==> src/rtl/irq_lvl_pkg.sv <==
package irq_lvl_pkg;

    localparam int SUM_W = 32;
    localparam int LVL_W = 5;

    typedef logic [SUM_W-1:0] sum_vec_t;
    typedef logic [LVL_W-1:0] lvl_t;

    // Output of one highest-set-bit encoder
    typedef struct packed {
        logic hit;
        lvl_t lvl;
    } enc_t;

    // Combined resolution result
    typedef struct packed {
        logic     any;
        lvl_t     lvl;
        sum_vec_t summary;
    } resolve_t;

    function automatic sum_vec_t span_mask(input int lo, input int hi);
        sum_vec_t m;
        m = '0;
        for (int i = 0; i < SUM_W; i++) begin
            if (i >= lo && i <= hi) m[i] = 1'b1;
        end
        return m;
    endfunction

endpackage

==> src/rtl/irq_src_regs.sv <==
module irq_src_regs
    import irq_lvl_pkg::*;
#(
    parameter int SW_LO  = 4,
    parameter int SW_HI  = 18,
    parameter int EXT_LO = 20,
    parameter int EXT_HI = 31
) (
    input  logic     clk,
    input  logic     rst,
    input  logic     sw_we,
    input  sum_vec_t sw_wdata,
    input  logic     lvl_we,
    input  lvl_t     lvl_wdata,
    input  sum_vec_t ext_irq,
    output sum_vec_t sw_q,
    output sum_vec_t ext_q,
    output lvl_t     ipl_q
);

    localparam sum_vec_t SW_MASK  = span_mask(SW_LO, SW_HI);
    localparam sum_vec_t EXT_MASK = span_mask(EXT_LO, EXT_HI);

    always_ff @(posedge clk) begin
        if (rst) begin
            sw_q  <= '0;
            ext_q <= '0;
            ipl_q <= '0;
        end else begin
            if (sw_we)  sw_q  <= sw_wdata & SW_MASK;
            if (lvl_we) ipl_q <= lvl_wdata;
            ext_q <= ext_irq & EXT_MASK;
        end
    end

endmodule

==> src/rtl/irq_hi_enc.sv <==
module irq_hi_enc
    import irq_lvl_pkg::*;
#(
    parameter int LO   = 4,
    parameter int HI   = 18,
    parameter int BIAS = 3
) (
    input  logic [HI-LO:0] req,
    output enc_t           enc
);

    // Ascending scan: the last set bit seen is the highest and wins
    always_comb begin
        enc = '0;
        for (int i = 0; i <= HI - LO; i++) begin
            if (req[i]) begin
                enc.hit = 1'b1;
                enc.lvl = LVL_W'(i + LO - BIAS);
            end
        end
    end

endmodule

==> src/rtl/irq_prio_sel.sv <==
module irq_prio_sel
    import irq_lvl_pkg::*;
#(
    parameter int SW_LO  = 4,
    parameter int SW_HI  = 18,
    parameter int EXT_LO = 20,
    parameter int EXT_HI = 31
) (
    input  sum_vec_t sw_q,
    input  sum_vec_t ext_q,
    output resolve_t res
);

    enc_t sw_enc;
    enc_t ext_enc;

    irq_hi_enc #(.LO(SW_LO), .HI(SW_HI), .BIAS(SW_LO - 1)) u_sw_enc (
        .req (sw_q[SW_HI:SW_LO]),
        .enc (sw_enc)
    );

    irq_hi_enc #(.LO(EXT_LO), .HI(EXT_HI), .BIAS(0)) u_ext_enc (
        .req (ext_q[EXT_HI:EXT_LO]),
        .enc (ext_enc)
    );

    always_comb begin
        res.summary = sw_q | ext_q;
        res.any     = sw_enc.hit | ext_enc.hit;
        res.lvl     = ext_enc.hit ? ext_enc.lvl : sw_enc.lvl;
    end

endmodule

==> src/rtl/irq_trap_ctl.sv <==
module irq_trap_ctl
    import irq_lvl_pkg::*;
(
    input  logic     clk,
    input  logic     rst,
    input  resolve_t res,
    input  lvl_t     ipl_q,
    input  logic     trap_ack,
    output logic     trap_req,
    output logic     trap_pulse,
    output sum_vec_t irq_summary,
    output lvl_t     irq_id
);

    logic issue;

    assign issue = !trap_req && res.any && (res.lvl != '0) && (res.lvl > ipl_q);

    always_ff @(posedge clk) begin
        if (rst) begin
            trap_req    <= 1'b0;
            trap_pulse  <= 1'b0;
            irq_summary <= '0;
            irq_id      <= '0;
        end else begin
            trap_pulse <= issue;
            if (trap_req) begin
                if (trap_ack) trap_req <= 1'b0;
            end else if (issue) begin
                trap_req    <= 1'b1;
                irq_summary <= res.summary;
                irq_id      <= res.lvl;
            end
        end
    end

endmodule

==> src/rtl/irq_level_resolver.sv <==
module irq_level_resolver
    import irq_lvl_pkg::*;
#(
    parameter int SW_LO  = 4,
    parameter int SW_HI  = 18,
    parameter int EXT_LO = 20,
    parameter int EXT_HI = 31
) (
    input  logic             clk,
    input  logic             rst,
    input  logic             sw_we,
    input  logic [SUM_W-1:0] sw_wdata,
    input  logic             lvl_we,
    input  logic [LVL_W-1:0] lvl_wdata,
    input  logic [SUM_W-1:0] ext_irq,
    input  logic             trap_ack,
    output logic             trap_req,
    output logic             trap_pulse,
    output logic [SUM_W-1:0] irq_summary,
    output logic [LVL_W-1:0] irq_id
);

    sum_vec_t sw_q;
    sum_vec_t ext_q;
    lvl_t     ipl_q;
    resolve_t res;

    irq_src_regs #(
        .SW_LO(SW_LO), .SW_HI(SW_HI), .EXT_LO(EXT_LO), .EXT_HI(EXT_HI)
    ) u_regs (
        .clk       (clk),
        .rst       (rst),
        .sw_we     (sw_we),
        .sw_wdata  (sw_wdata),
        .lvl_we    (lvl_we),
        .lvl_wdata (lvl_wdata),
        .ext_irq   (ext_irq),
        .sw_q      (sw_q),
        .ext_q     (ext_q),
        .ipl_q     (ipl_q)
    );

    irq_prio_sel #(
        .SW_LO(SW_LO), .SW_HI(SW_HI), .EXT_LO(EXT_LO), .EXT_HI(EXT_HI)
    ) u_sel (
        .sw_q  (sw_q),
        .ext_q (ext_q),
        .res   (res)
    );

    irq_trap_ctl u_ctl (
        .clk         (clk),
        .rst         (rst),
        .res         (res),
        .ipl_q       (ipl_q),
        .trap_ack    (trap_ack),
        .trap_req    (trap_req),
        .trap_pulse  (trap_pulse),
        .irq_summary (irq_summary),
        .irq_id      (irq_id)
    );

endmodule

==> config.mk <==
export PLATFORM = sky130hd
export DESIGN_NAME = irq_level_resolver
export DESIGN_NICKNAME = d
export VERILOG_FILES = /design/src/rtl/irq_lvl_pkg.sv /design/src/rtl/irq_src_regs.sv /design/src/rtl/irq_hi_enc.sv /design/src/rtl/irq_prio_sel.sv /design/src/rtl/irq_trap_ctl.sv /design/src/rtl/irq_level_resolver.sv
export SDC_FILE = /design/constraint.sdc
export NUM_CORES = 1
export LEC_CHECK = 0
export BUFFER_PORTS_ARGS = -buffer_cell sky130_fd_sc_hd__buf_2
export CAP_MARGIN = 25
export CORE_UTILIZATION = 53
export CTS_CLUSTER_DIAMETER = 50
export DETAILED_ROUTE_END_ITERATION = 8
export PLACE_DENSITY = 0.85
export SYNTH_ARGS = -nofsm -noshare
export SYNTH_HDL_FRONTEND = slang
export SYNTH_SLANG_ARGS = --single-unit
==> constraint.sdc <==
create_clock -name clk -period 4.4 [get_ports clk]
set_input_delay 0.22 -clock clk [delete_from_list [all_inputs] [get_ports clk]]
set_output_delay 0.22 -clock clk [all_outputs]
set_load 0.005 [all_outputs]
### After elaboration in Yosys (flattened, before gate mapping)

Index checks and enable logic that the tools add are counted.

| operators by class | value |
|---|---|
| bitwise operators | 3 |
| reductions and logical operators | 6 |
| muxes and demuxes | 31 |
| magnitude comparators | 1 |

Operators with widths:

| cell | number |
|---|---|
| 2-to-1 mux 6 bit | 27 |
| OR 19 x 32 -> 32 bit | 1 |
| > comparator 5 bit | 1 |
| 2-to-1 mux 5 bit | 1 |
| nonzero test 5 bit | 1 |
| logical AND 1 bit | 3 |
| 2-to-1 mux 1 bit | 3 |
| AND reduction 2 bit | 1 |
| zero test 1 bit | 1 |
| NOT 1 bit | 1 |
| OR 1 bit | 1 |

| word-level totals | value |
|---|---|
| output and inout bits | 39 |
| bits in registers | 91 |

### Depth between registers and ports, before layout

| depth | value |
|---|---|
| word-level depth | 21 |
| depth in mapped cells | 12 |
| depth with buffers taken out | 11 |

### Modules after synthesis

From an unflattened synthesis, not the netlist that was laid out.

| second synthesis, totals | value |
|---|---|
| cells, all modules | 406 |
| area total of the unflattened synthesis | 3762.4 um^2 |

Modules (own cells, without submodules):

| module | cells an instance | times used | area an instance (um^2) |
|---|---|---|---|
| irq_trap_ctl | 189 | 1 | 1873.0 |
| irq_src_regs | 128 | 1 | 1323.8 |
| irq_prio_sel | 38 | 1 | 262.8 |
| irq_hi_enc at u_sel.u_sw_enc | 29 | 1 | 168.9 |
| irq_hi_enc at u_sel.u_ext_enc | 22 | 1 | 133.9 |

### Worst setup path before layout

Ideal clock, no wire load.

| path | value |
|---|---|
| path type | reg-to-reg |
| start | register u_regs.ext_q[24] |
| end | register u_ctl.irq_id[1] |
| clock period less this slack | 2.731 ns |
| buffers on the path | 1 |
| data arrival time | 2.630 ns |
| stages on the path, launching flop included | 13 |
| setup slack | 1.669 ns |
| data required time | 4.299 ns |
| setup time | 0.101 ns |
| cell sequence | dfxtp_1 -> nor4_4 -> nand3_4 -> a21oi_1 -> o311a_1 -> nor2_1 -> ha_1 -> and3_1 -> a31oi_1 -> o31a_2 -> clkbuf_8 -> nand2_1 -> o41ai_1 |

RTL lines:

| element | line | text |
|---|---|---|
| from (decl) | irq_src_regs.sv:17 | `output sum_vec_t ext_q,` |
| from (signal assigned) | irq_src_regs.sv:32 | `ext_q <= ext_irq & EXT_MASK;` |
| to (signal assigned) | irq_trap_ctl.sv:32 | `irq_id <= res.lvl;` |
| to (decl) | irq_trap_ctl.sv:12 | `output lvl_t irq_id` |

==> impl_metrics.toml <==
[route]
drt_iter0_drc = 212
ant_nets = 0
vias = 2453
viasPerCell = 5.43
dr.pass1.iters = 4
drt_wl_total_um = 6350
drc = 0
wl_per_cell_um = 14.0

[synthesis]
async_flop_share_pct = 0
seq_area_frac_synth_pct = 44.0
syn-cell-area_sq_mm = 0.00300
synthAdderAreaFrac_pct = 2.08
synth.area.mux_share_pct = 6.67
synthFlopType = "dfxtp_1"
netlist_instances = 313
postSynthRegisterBits = 66
netlist_top_cells_area = "dfxtp_1 44%, mux2i_1 6.7%, a21oi_2 5.8%"
synth_xor_area_share_pct = 0
synth_top_cell_area_share_pct = 44.0
synth-compound-area-share_pct = 19.7
avgSynthCellArea_sq_um = 9.59
synth.distinct_cells = 43
yosys.area_share.simple_pct = 18.4
synth_top_family_by_area = "compound AO/OA/AOI/OAI gates"
synth.largest_area_cell = "dfxtp_1"
yosysWarningCount = 0
synth-edff-count = 0

[setup_path]
cpPeakStageDelay_ps = 600
path_class = "flip-flop to flip-flop"
critPathTopFamily = "compound AO/OA/AOI/OAI gates"
crit_fanout = 30
start_kind = "flip-flop"
path_cells = "nor4_4 > nand3_4 > a21oi_1 > o311a_1 > nor2_1 > ha_1 > and3_1 > a31oi_1 > o31a_2 > nand2_1 > o41ai_1"
endpoint_kind = "flip-flop"
crit_buf_inv = 0
crit_arrival_ps = 3700
cp.required_ps = 4630
slowest_stage = "o31a_2"

[clock_network]
h-tree-depth = 3
hold_buffers = 0
cts_setup_buffers = 0
clk_latency_ps = 340
cts.sinks = 66
cts_resized = 0
path_clk_slew_ps = 70
numCtsBuffers = 9
cts_buffer_depth = 2
cts_root_buffer = "clkbuf_8"
tritoncts = "done"

[placement]
port_buffers = 70
placement.cell_area_sq_mm = 0.00326
dp_slack_ps = 985
dp_cells = 436
post-dp-hpwl_um = 4450
gp_congestion = 0.800

[pwr]
seq_power_share_pct = 46.4
p_total_mw = 1.44
sw_frac_of_total_pct = 26.3
combPwrFrac_pct = 14.8
power.switching_mw = 0.379
p_int_mw = 1.06
p_per_area_mw_per_mm2 = 415
p_clk_share_pct = 38.8
ir_worst_vdd_mv = 0.226
p_leak_nw = 1.46

[floorplanning]
io_pins = 113
die_h_um = 77.3
die_area_sq_mm = 0.00597
die_w_um = 77.3
initial_core_util_pct = 54.9
coreArea_sq_mm = 0.00547
fp-row-count = 27

[final_layout]
final.fill_count = 472
postLayoutCellArea_sq_mm = 0.00348
stdcell_count = 452
nNetsFinal = 454
drive_gt1_share_pct = 31.1
area_growth_pct = 15.8
multi_input_area_sq_mm = 0.00143
final_cell_mix = "70 x buf_2, 66 x dfxtp_1, 33 x nor2_1"
layout_commonest_cell = "buf_2"
seq_area_sq_mm = 0.00132
insertedDiodeCount = 0

[run_status]
status = "complete, no violations"

[sta]
setup_tns_ps = 0
tightest_slew_ps = 758
relSlewSlack_pct = 49.4
slew_violations = 0
rsz0062_at_grt = "no"
fmax_mhz = 288
post-route-period-util_pct = 78.9
period_minus_slack_ps = 3470
clock_skew_ps = 12.9
setup_viol = 0
hold_viol = 0
final.setup.worst_slack_ps = 928

[grt]
grt-busiest-layer = "met2"
antenna_found_initial = 0
overflow = 0
grt_util_met1_pct = 30.3
grt_pass1_vias = 2269
track_usage_pct = 22.9
grt_max_degree = 44
grt_first_pass_wirelength_um = 10700
use_met2_pct = 36.0
use_met3_pct = 4.64

[flow_run]
maxCapViolCount = 0

[min_path]
hold_class = "primary input to flip-flop"
==> worst paths after layout <==
check	end	slack, ps	from	cells after the start
hold / removal	u_regs.ext_q[21]	90	ext_irq[21]	2
hold reg to reg	u_ctl.irq_summary[24]	480	u_ctl.irq_summary[24]	2
setup / recovery	u_ctl.irq_id[1]	930	u_regs.ext_q[28]	11
setup reg to reg	u_ctl.irq_id[1]	930	u_regs.ext_q[28]	11
==> cell type report <==
| class | instances | area share, % |
|---|---|---|
| timing repair buffer | 74 | 11.2 |
| inverter | 8 | 0.863 |
| clock inverter | 4 | 2.16 |
| multi-input combinational | 216 | 41.1 |
| tap | 72 | 2.59 |
| clock buffer | 12 | 4.17 |
| sequential | 66 | 38.0 |
==> cell usage after synthesis, drive strengths merged (2+ instances only) <==
master / number
clkbuf: 16
a211oi: 2
a21oi: 34
nand2b: 2
mux2i: 20
o31ai: 4
buf: 10
ha: 5
o21ai: 32
dfxtp: 66
o41ai: 2
nor4: 5
nor2: 33
nor2b: 17
nand2: 4
nand3: 30
inv: 8
o21a: 2
nor3: 6
==> metrics by stage <==
| step | util (%) | hold WS [ps] |
|---|---|---|
| 6_report | 63.6 | 91.9 |
| 2_1_floorplan | - | 323 |
| 3_3_place_gp | 59.3 | 430 |
| 5_1_grt | 63.6 | 86.3 |
| 3_5_place_dp | 59.5 | 432 |
| 4_1_cts | 63.6 | 80.8 |
==> routing by layer <==
layer | share of wire, % | routed length (um)
met5 | 0 | 0
met3 | 4.7 | 298
met1 | 46 | 2930
met2 | 47 | 3000
met4 | 1.9 | 122
==> power by group through the flow <==
stage,Combinational [mW],Clock (mW),Sequential (mW)
5_1_grt,0.238,0.604,0.674
3_3_place_gp,0.202,0,0.681
3_5_place_dp,0.213,0,0.682
4_1_cts,0.214,0.565,0.669
2_1_floorplan,0.165,0,0.677
6_report,0.214,0.559,0.669
==> kinds of logic after synthesis <==
family	after synthesis
adders and majority gates	5
and+or+nand+nor	100
buffers and inverters	35
other	1
AOI/OAI and AO/OA	86
DFF	66
muxes	20
==> worst reg2reg max path, delay by kind of cell (launching register included) <==
| family | cells | cell delay, ps |
|---|---|---|
| AO/OA/AOI/OAI | 5 | 1650 |
| adder cells (fa/ha/maj) | 1 | 300 |
| flip-flops | 1 | 370 |
| AND/OR/NAND/NOR | 5 | 1060 |
==> flip-flops by register name, indices dropped and copies added (netlist names) <==
name and flops:
u_ctl.irq_summary 27, u_ctl.trap_req 1, u_ctl.trap_pulse 1, u_regs.ext_q 12, u_regs.ipl_q 5, u_ctl.irq_id 5
u_regs.sw_q 15
Power figures use the tool's default switching activity.
